$ cat src/rtl/sysctl_pkg.sv
// Package: shared port kinds, window placement and fixed byte values.
// Assumes a 16-bit port address space; offsets are relative to the window base.
package sysctl_pkg;

    typedef enum logic [3:0] {
        K_NONE,     // not owned by the bank
        K_RSTEND,   // reset / byte-order port
        K_ID_CPU,
        K_ID_FEAT,
        K_ID_STAT,
        K_EQUIP,
        K_LOCK1,    // reads extended-feature byte, writes toggle lock 1
        K_LOCK2,
        K_KEYLOCK,
        K_SYSCTL,
        K_CACHE,
        K_MAPTYPE,
        K_DISK,
        K_UNUSED    // inside window, unassigned
    } port_kind_e;

    localparam int unsigned OFS_ID_CPU  = 'h00;
    localparam int unsigned OFS_ID_FEAT = 'h02;
    localparam int unsigned OFS_ID_STAT = 'h03;
    localparam int unsigned OFS_DISK    = 'h08;
    localparam int unsigned OFS_EQUIP   = 'h0C;
    localparam int unsigned OFS_LOCK1   = 'h10;
    localparam int unsigned OFS_LOCK2   = 'h12;
    localparam int unsigned OFS_KEYLOCK = 'h18;
    localparam int unsigned OFS_SYSCTL  = 'h1C;
    localparam int unsigned OFS_CACHE   = 'h23;
    localparam int unsigned OFS_MAPTYPE = 'h50;

    localparam logic [7:0] VAL_ID_CPU  = 8'hEF;
    localparam logic [7:0] VAL_ID_FEAT = 8'hAD;
    localparam logic [7:0] VAL_ID_STAT = 8'hE0;
    localparam logic [7:0] VAL_EQUIP   = 8'h3C;
    localparam logic [7:0] VAL_EXTFEAT = 8'h39;
    localparam logic [7:0] VAL_CACHE   = 8'h03;
    localparam logic [7:0] VAL_UNUSED  = 8'hFF;

endpackage

$ cat src/rtl/sysctl_decode.sv
// Module: address decoder. Classifies a port address into a port kind and
// raises the select for every address the bank owns.
// Assumes WIN_LAST >= WIN_BASE and that RSTEND_PORT lies outside the window.
module sysctl_decode
    import sysctl_pkg::*;
#(
    parameter int unsigned ADDR_W      = 16,
    parameter int unsigned RSTEND_PORT = 'h092,
    parameter int unsigned WIN_BASE    = 'h800,
    parameter int unsigned WIN_LAST    = 'h851
) (
    input  logic [ADDR_W-1:0] addr,
    output port_kind_e        kind,
    output logic              sel
);
    localparam logic [ADDR_W-1:0] RSTEND_A = ADDR_W'(RSTEND_PORT);
    localparam logic [ADDR_W-1:0] BASE_A   = ADDR_W'(WIN_BASE);
    localparam logic [ADDR_W-1:0] LAST_A   = ADDR_W'(WIN_LAST);

    logic              in_win;
    logic [ADDR_W-1:0] ofs;

    // Window membership and offset inside it.
    always_comb begin
        in_win = (addr >= BASE_A) && (addr <= LAST_A);
        ofs    = addr - BASE_A;
    end

    // Map the address to a port kind.
    always_comb begin
        kind = K_NONE;
        if (addr == RSTEND_A) begin
            kind = K_RSTEND;
        end else if (in_win) begin
            case (ofs)
                ADDR_W'(OFS_ID_CPU):  kind = K_ID_CPU;
                ADDR_W'(OFS_ID_FEAT): kind = K_ID_FEAT;
                ADDR_W'(OFS_ID_STAT): kind = K_ID_STAT;
                ADDR_W'(OFS_DISK):    kind = K_DISK;
                ADDR_W'(OFS_EQUIP):   kind = K_EQUIP;
                ADDR_W'(OFS_LOCK1):   kind = K_LOCK1;
                ADDR_W'(OFS_LOCK2):   kind = K_LOCK2;
                ADDR_W'(OFS_KEYLOCK): kind = K_KEYLOCK;
                ADDR_W'(OFS_SYSCTL):  kind = K_SYSCTL;
                ADDR_W'(OFS_CACHE):   kind = K_CACHE;
                ADDR_W'(OFS_MAPTYPE): kind = K_MAPTYPE;
                default:              kind = K_UNUSED;
            endcase
        end
    end

    // Select covers the isolated port and the whole window.
    always_comb sel = (kind != K_NONE);

endmodule

$ cat src/rtl/sysctl_regs.sv
// Module: stored control state and lock pulses. Updates on a write strobe
// according to the decoded kind; all state clears on synchronous reset.
// Assumes kind is already qualified by the decoder (K_NONE outside the bank).
module sysctl_regs
    import sysctl_pkg::*;
#(
    parameter int unsigned DATA_W = 8,
    parameter int unsigned CTL_W  = 4
) (
    input  logic              clk,
    input  logic              rst_n,
    input  logic              wr,
    input  port_kind_e        kind,
    input  logic [DATA_W-1:0] wdata,
    output logic              soft_rst,
    output logic              le_mode,
    output logic              disk_led,
    output logic              map_noncontig,
    output logic [CTL_W-1:0]  sys_ctl,
    output logic              lock1_pulse,
    output logic              lock2_pulse
);
    logic wr_rstend, wr_disk, wr_sysctl, wr_map;

    // Per-port write enables.
    always_comb begin
        wr_rstend = wr && (kind == K_RSTEND);
        wr_disk   = wr && (kind == K_DISK);
        wr_sysctl = wr && (kind == K_SYSCTL);
        wr_map    = wr && (kind == K_MAPTYPE);
    end

    // Level registers written by their own ports.
    always_ff @(posedge clk) begin
        if (!rst_n) begin
            soft_rst      <= 1'b0;
            le_mode       <= 1'b0;
            disk_led      <= 1'b0;
            map_noncontig <= 1'b0;
            sys_ctl       <= '0;
        end else begin
            if (wr_rstend) begin
                soft_rst <= wdata[0];
                le_mode  <= wdata[1];
            end
            if (wr_disk)   disk_led      <= wdata[0];
            if (wr_sysctl) sys_ctl       <= wdata[CTL_W-1:0];
            if (wr_map)    map_noncontig <= wdata[0];
        end
    end

    // One-cycle lock toggle pulses.
    always_ff @(posedge clk) begin
        if (!rst_n) begin
            lock1_pulse <= 1'b0;
            lock2_pulse <= 1'b0;
        end else begin
            lock1_pulse <= wr && (kind == K_LOCK1);
            lock2_pulse <= wr && (kind == K_LOCK2);
        end
    end

    assert_rstend_hold_R1: assert property (@(posedge clk) disable iff (!rst_n)
        !wr_rstend |=> ($stable(soft_rst) && $stable(le_mode)));
    assert_disk_hold_R4: assert property (@(posedge clk) disable iff (!rst_n)
        !wr_disk |=> $stable(disk_led));
    assert_sysctl_hold_R5: assert property (@(posedge clk) disable iff (!rst_n)
        !wr_sysctl |=> $stable(sys_ctl));
    assert_map_hold_R6: assert property (@(posedge clk) disable iff (!rst_n)
        !wr_map |=> $stable(map_noncontig));
    assert_lock_cause_R7: assert property (@(posedge clk) disable iff (!rst_n)
        lock1_pulse |-> $past(wr && kind == K_LOCK1));
    assert_lock_excl_R7: assert property (@(posedge clk) disable iff (!rst_n)
        $onehot0({lock1_pulse, lock2_pulse}));
    assert_reset_clear_R10: assert property (@(posedge clk)
        !rst_n |=> (!soft_rst && !le_mode && !lock1_pulse && !lock2_pulse));

endmodule

$ cat src/rtl/sysctl_rdmux.sv
// Module: read data mux. Returns the byte for the decoded kind while the read
// strobe is high, zero otherwise. Purely combinational.
module sysctl_rdmux
    import sysctl_pkg::*;
#(
    parameter int unsigned DATA_W = 8,
    parameter int unsigned CTL_W  = 4
) (
    input  logic              rd,
    input  port_kind_e        kind,
    input  logic              map_noncontig,
    input  logic [CTL_W-1:0]  sys_ctl,
    output logic [DATA_W-1:0] rdata
);
    // Select the returned byte.
    always_comb begin
        rdata = '0;
        if (rd) begin
            case (kind)
                K_ID_CPU:  rdata = VAL_ID_CPU;
                K_ID_FEAT: rdata = VAL_ID_FEAT;
                K_ID_STAT: rdata = VAL_ID_STAT;
                K_EQUIP:   rdata = VAL_EQUIP;
                K_LOCK1:   rdata = VAL_EXTFEAT;
                K_CACHE:   rdata = VAL_CACHE;
                K_SYSCTL:  rdata = DATA_W'(sys_ctl);
                K_MAPTYPE: rdata = DATA_W'(map_noncontig);
                K_LOCK2, K_DISK, K_UNUSED: rdata = VAL_UNUSED;
                default:   rdata = '0;   // reset/endian, keylock, not owned
            endcase
        end
    end
endmodule

$ cat src/rtl/sysctl_bank.sv
// Module: top of the system control port bank. Wires decoder, state and read
// mux. Assumes a single-cycle port bus: strobes are sampled on one clock edge.
module sysctl_bank
    import sysctl_pkg::*;
#(
    parameter int unsigned ADDR_W      = 16,
    parameter int unsigned DATA_W      = 8,
    parameter int unsigned CTL_W       = 4,
    parameter int unsigned RSTEND_PORT = 'h092,
    parameter int unsigned WIN_BASE    = 'h800,
    parameter int unsigned WIN_LAST    = 'h851
) (
    input  logic              clk,
    input  logic              rst_n,
    input  logic [ADDR_W-1:0] port_addr,
    input  logic [DATA_W-1:0] port_wdata,
    input  logic              port_rd,
    input  logic              port_wr,
    output logic [DATA_W-1:0] port_rdata,
    output logic              port_sel,
    output logic              soft_rst,
    output logic              le_mode,
    output logic              disk_led,
    output logic              map_noncontig,
    output logic [CTL_W-1:0]  sys_ctl,
    output logic              lock1_pulse,
    output logic              lock2_pulse
);
    port_kind_e kind;

    sysctl_decode #(
        .ADDR_W(ADDR_W), .RSTEND_PORT(RSTEND_PORT),
        .WIN_BASE(WIN_BASE), .WIN_LAST(WIN_LAST)
    ) u_decode (
        .addr(port_addr), .kind(kind), .sel(port_sel)
    );

    sysctl_regs #(.DATA_W(DATA_W), .CTL_W(CTL_W)) u_regs (
        .clk(clk), .rst_n(rst_n), .wr(port_wr), .kind(kind),
        .wdata(port_wdata), .soft_rst(soft_rst), .le_mode(le_mode),
        .disk_led(disk_led), .map_noncontig(map_noncontig),
        .sys_ctl(sys_ctl), .lock1_pulse(lock1_pulse),
        .lock2_pulse(lock2_pulse)
    );

    sysctl_rdmux #(.DATA_W(DATA_W), .CTL_W(CTL_W)) u_rdmux (
        .rd(port_rd), .kind(kind), .map_noncontig(map_noncontig),
        .sys_ctl(sys_ctl), .rdata(port_rdata)
    );

    assert_unowned_quiet_R9: assert property (@(posedge clk) disable iff (!rst_n)
        (port_wr && !port_sel) |=> ($stable(soft_rst) && $stable(sys_ctl)
                                   && $stable(map_noncontig) && !lock1_pulse));
    assert_idle_rdata_R9: assert property (@(posedge clk) disable iff (!rst_n)
        !port_rd |-> (port_rdata == '0));

endmodule

$ cat config.mk
export PLATFORM = sky130hd
export DESIGN_NAME = sysctl_bank
export DESIGN_NICKNAME = d
export VERILOG_FILES = /design/src/rtl/sysctl_pkg.sv /design/src/rtl/sysctl_decode.sv /design/src/rtl/sysctl_regs.sv /design/src/rtl/sysctl_rdmux.sv /design/src/rtl/sysctl_bank.sv
export SDC_FILE = /design/constraint.sdc
export NUM_CORES = 1
export LEC_CHECK = 0
export BUFFER_PORTS_ARGS = -buffer_cell sky130_fd_sc_hd__buf_4
export CAP_MARGIN = 20
export CORE_MARGIN = 2
export CORE_UTILIZATION = 43
export DETAILED_ROUTE_END_ITERATION = 16
export GPL_ROUTABILITY_DRIVEN = 0
export PLACE_DENSITY_LB_ADDON = 0.1
export RECOVER_POWER = 25
export SLEW_MARGIN = 10
export SYNTH_ARGS = -nofsm -noshare
export SYNTH_HDL_FRONTEND = slang
export SYNTH_SLANG_ARGS = --single-unit
$ cat constraint.sdc
create_clock -name clk -period 2.1 [get_ports clk]
set_input_delay 0.21 -clock clk [delete_from_list [all_inputs] [get_ports clk]]
set_output_delay 0.21 -clock clk [all_outputs]
set_load 0.01 [all_outputs]
Yosys cells after proc, flatten, opt, wreduce, memory -nomap -nowiden
Cells that the tools add are included.
{ "word_totals": {"wordCells": 48, "register_bits": 10, "output_inout_bits": 19, "input_bits": 28} }
{ "op_classes": {"reduce_logical": 10, "n_addsub": 1, "mux": 5, "eq_ne": 23, "order_cmp": 2} }
{ "op_table": {"columns": ["operator", "n"], "rows": [
  ["$pmux 8 s9", 1],
  ["$eq 16x5->1 const B", 4],
  ["$pmux 4 s11", 1],
  ["$eq 16x2->1 const B", 2],
  ["$eq 16x4->1 const B", 2],
  ["$eq 4x4->1 const B", 5],
  ["$eq 16x6->1 const B", 1],
  ["$eq 16x7->1 const B", 1],
  ["$eq 16x8->1 const B", 1],
  ["$eq 4x3->1 const B", 4],
  ["$ge 16x12->1 const B", 1],
  ["$le 16x12->1 const B", 1],
  ["$logic_not 16->1", 1],
  ["$sub 16x12->16 const B", 1],
  ["$eq 4x2->1 const B", 2],
  ["$mux 4", 2],
  ["$mux 8", 1],
  ["$logic_and 1x1->1", 7],
  ["$eq 4x1->1 const B", 1],
  ["$reduce_bool 4->1", 1],
  ["$reduce_or 3->1", 1]
]} }

Depth between registers and ports, before layout
{ "depth": {"word_depth": 9, "mapped_depth": 9} }

Cells and area by module
Synthesis repeated with hierarchy kept, for this count alone.
{ "hier_totals": {"cells_unflattened": 129, "hier_area_um2": 994.7} }
{ "modules_own_cells": {"columns": ["mod", "cells_per_inst", "n_inst", "area_per_inst_um2"], "rows": [
  ["sysctl_regs", 43, 1, 434.2],
  ["sysctl_decode", 49, 1, 324.1],
  ["sysctl_rdmux", 37, 1, 236.5]
]} }

Worst setup path after synthesis
No wires, ideal clock.
{ "synth_path": {"path_type": "in2out", "start": "input port_addr[11]", "end": "output port_rdata[0]", "setup_slack_ns": -0.045, "cell_stages": 8, "arrival_time_ns": 1.935, "cell_sequence": "inv_1 > ha_1 > xnor2_1 > nand2_1 > a211oi_1 > nand2_1 > or3_1 > a41oi_2"} }
{ "synth_via": {"elab_chain_cells": 9, "elab_cells_between_ends": 33, "cone_classes": "add/sub: 1; order compare: 2; eq/ne: 22; mux: 5; reduce/logical: 3"} }
{ "synth_lines": {"columns": ["element", "line_no", "text"], "rows": [
  ["start: declaration", "sysctl_bank.sv:15", "input logic [ADDR_W-1:0] port_addr,"],
  ["$sub 16x12->16", "sysctl_decode.sv:26", "ofs = addr - BASE_A;"],
  ["$eq 16x7->1, or another cell as far along", "sysctl_decode.sv:35", "case (ofs)"],
  ["$pmux 4 s11", "sysctl_decode.sv:35", null],
  ["$mux 4", "sysctl_decode.sv:34", "end else if (in_win) begin"],
  ["$mux 4 *", "sysctl_decode.sv:32", "if (addr == RSTEND_A) begin"],
  ["$eq 4x3->1 / $eq 4x4->1 (equally long branches)", "sysctl_rdmux.sv:19", "case (kind)"],
  ["$reduce_or 3->1", "sysctl_rdmux.sv:19", null],
  ["$pmux 8 s9 *", "sysctl_rdmux.sv:19", null],
  ["$mux 8 *", "sysctl_rdmux.sv:18", "if (rd) begin"],
  ["end: declaration", "sysctl_bank.sv:19", "output logic [DATA_W-1:0] port_rdata,"]
]} }
Every way passes the cells marked *; elsewhere a longest branch is shown, timed or not.

Final worst setup path
{ "layout_path": {"start": "input port_addr[1]", "end": "output port_rdata[1]"} }
Same word-level chain as after synthesis.

==> summary.txt <==
========================================================================================
Run status                                                                  finished with violations
Failing checks                                                              negative setup slack
Initial antenna violation count                                                        0
Number of levels in the clock H-tree                                                   1
Simple-gate share of the synthesized area                                         44.26%
Synthesized area per cell                                                      7.604 um2
Core Region                                                                 0.002432 mm2
Number of CTS-inserted buffers                                                         3
Wire length per cell                                                            14.79 um
Setup violation total in the final timing report                                       8
Most frequent cell after synthesis                                               nand2_1
Combined area of all synthesized cells                                      0.001080 mm2
Headroom to the max-slew limit                                                    72.78%
Setup crit end kind                                                         primary output
Most common library cells after synthesis                                   nand2_1, nor2b_1, nor2_1, dfxtp_1, mux2i_1
Initial Util                                                                      44.39%
Post-synthesis compound-gate area fraction                                        24.33%
Setup TNS                                                                      -1.620 ns
Endpoint arrival time on the critical path                                       2.16 ns
First-pass GRT wire length                                                       5906 um
Async set or reset register ratio after synthesis                                     0%
Total number of clock tree sinks                                                      10
Number of search-and-repair iterations in the first detailed-routing pass              4
Clock tree skew after final layout                                                  0 ns
Row count                                                                             18
Utilization of the core after routing                                             80.86%
Gr usage total                                                                    26.91%
Worst-margin pin slew                                                          0.4074 ns
Vias in the first global route                                                     1,356
Clock Root Buffer                                                               clkbuf_4
Yosys warning count                                                                    0
Total design power                                                              519.8 uW
Final net count                                                                      270
Clock Pin Slew Worst Setup and Hold Paths                                        0.06 ns
Worst-skew pair later-pin latency                                                0.26 ns
Clock network fraction of total power                                              32.6%
Final critical-path required period                                             2.368 ns
Top fanout value on the critical path                                                  9
Area of the multi-input gates                                                  949.7 um2
Combinational share of power                                                       30.9%
Half-perimeter wire length after placement                                       2900 um
Design area                                                                 0.001967 mm2
Number of routed nets with antenna violations                                          0
Iteration-0 DRC count of the detailed router                                          54
Diode count                                                                            0
CTS tree                                                                            done
Max-slew violations                                                                    0
Sequential power share                                                             36.5%
Final Hold Viols                                                                       0
Max Freq                                                                       422.4 MHz
Detailed-route wire length                                                       3993 um
Power density cells                                                         264.3 mW/mm2
Count of input and output buffers                                                     42
Number of nets in the synthesized netlist                                            171
Critical Path RT                                                                 1.89 ns
Switching power share of the total                                                25.93%
Post-synthesis adder-cell area fraction                                           1.159%
Height of the die                                                               54.11 um
Path category of the worst min-delay check                                     in -> reg
Top cell type's share of synthesized area                                         18.54%
Fraction of synthesized cell area in xor and xnor cells                           1.622%
Period utilisation layout                                                         112.7%
Die X                                                                           54.11 um
Final worst setup slack                                                       -0.2675 ns
Distinct cells, synth                                                                 46
Layout fillers                                                                       176
Most area-hungry cell type in the Yosys netlist                                  dfxtp_1
Internal power component                                                        385.0 uW
DRC errors left                                                                        0
Mapped Cells                                                                         142
Fin Hold WS                                                                    0.2129 ns
Number of synthesized flops with an enable pin                                         0
Share of synthesized area spent on multiplexers                                   7.416%
Placed Instance Area                                                        0.001822 mm2
Number of buffers on the longest clock path                                            2
FF/Latch Area                                                                  200.2 um2
Worst setup SP type                                                            input pin
Count of state elements after synthesis                                               10
Floorplan die area                                                          0.002928 mm2
Path type of the worst setup path                                              in -> out
Unrepaired setup endpoints after global routing                                      yes
Largest family of logic cells by synthesized area                           simple AND/OR/NAND/NOR gates
Psw                                                                             134.8 uW
Largest net degree at the start of global routing                                     10
Ys flop type                                                                     dfxtp_1
Routed via count                                                                   1,473
Residual overflow from global routing                                                  0
Worst supply voltage drop on vdd                                                550.5 uV
Number of ports placed on the die boundary                                            47
Portion of the post-synthesis area used by sequential elements                    18.54%
Proportion of layout cells with a drive suffix above 1                            52.50%
Leakage component of the power                                                 0.8371 nW
Area added between synthesis and finish                                           82.16%
Largest cells by area after synthesis                                       dfxtp_1, nor2b_1, mux2i_1
Routed vias/inst                                                                   5.456
Number of max-cap violations                                                           0
========================================================================================
-- path summary, 6_finish.rpt --
| check | from | to | slack [ns] | cells after the start |
|---|---|---|---|---|
| hold reg to reg | u_regs.soft_rst | u_regs.soft_rst | 0.53 | 2 |
| setup reg to reg | u_regs.sys_ctl[3] | u_regs.sys_ctl[3] | 1.41 | 2 |
| hold / removal | port_wdata[2] | u_regs.sys_ctl[2] | 0.21 | 3 |
| setup / recovery | port_addr[1] | port_rdata[1] | -0.27 | 11 |
-- metrics by stage --
| stage | setup slack, ns | cells |
|---|---|---|
| after floorplan | -0.01223 | 142 |
| after global placement | -0.2398 | 264 |
| after detailed placement | -0.3238 | 264 |
| after CTS | -0.1868 | 270 |
| after global routing | -0.3828 | 270 |
| final | -0.2675 | 270 |
-- routing by layer --
metal | track usage (%) | wire length (um)
met1 | 32.72 | 1655
met2 | 48.98 | 2049
met3 | 5.278 | 215
met4 | 5.000 | 73
met5 | 0 | 0
-- repair_timing --
item / 4_1_cts / 5_1_grt
hold buffers: 0 / 0
resized for setup: 19 / 8
pin swaps: 15 / 3
endpoints found under the setup margin: 8 / 8
setup buffers: 2 / 0
-- cell families after synthesis --
kind of cell             count (synthesis)
AO/OA/AOI/OAI                           32
XOR/XNOR                                 2
adder cells (fa/ha/maj)                  1
buffers and inverters                    7
flip-flops                              10
multiplexers                             8
AND/OR/NAND/NOR                         82
-- cell type report --
cell class                 count  share of cell area (%)
sequential                    10                   10.18
tap                           30                   1.908
timing repair buffer          97                   37.02
inverter                       4                  0.7634
multi-input combinational    125                   48.28
clock buffer                   4                   1.845
-- sequential cells by signal, indices dropped and copies added, names as in the netlist --
name                  count
u_regs.disk_led           1
u_regs.lock1_pulse        1
u_regs.sys_ctl            4
u_regs.le_mode            1
u_regs.map_noncontig      1
u_regs.lock2_pulse        1
u_regs.soft_rst           1
-- cell usage in the layout, fill, tap and decap left out, types with 4 or more instances in the layout --
| cell type | netlist | layout |
|---|---|---|
| buf_4 | 0 | 88 |
| nand2_1 | 16 | 15 |
| nor2b_1 | 14 | 13 |
| dfxtp_1 | 10 | 10 |
| nor2_1 | 11 | 9 |
| mux2i_1 | 8 | 8 |
| nand3_1 | 7 | 7 |
| a21oi_1 | 6 | 5 |
| clkbuf_1 | 1 | 5 |
| inv_1 | 4 | 4 |
| nor2_2 | 2 | 4 |
| nor3_1 | 5 | 4 |
| a31oi_1 | 4 | 4 |
-- critical path, cell delays in order --
cell	delay, ns
buf_4	0.12
buf_6	0.12
and3b_1	0.24
nand2_1	0.09
a21oi_1	0.28
nor2b_2	0.13
nor4_1	0.37
buf_4	0.19
nand2_1	0.07
a31oi_1	0.18
buf_4	0.14
-- power by group through the flow --
stage / Combinational [mW] / Clock (mW) / Sequential, mW
finish: 0.161 / 0.170 / 0.190
global route: 0.171 / 0.187 / 0.189
CTS: 0.148 / 0.175 / 0.190
detailed placement: 0.134 / 0 / 0.194
global placement: 0.128 / 0 / 0.194
floorplan: 0.0405 / 0 / 0.194
Note: power is estimated with default switching activity, not from simulation.
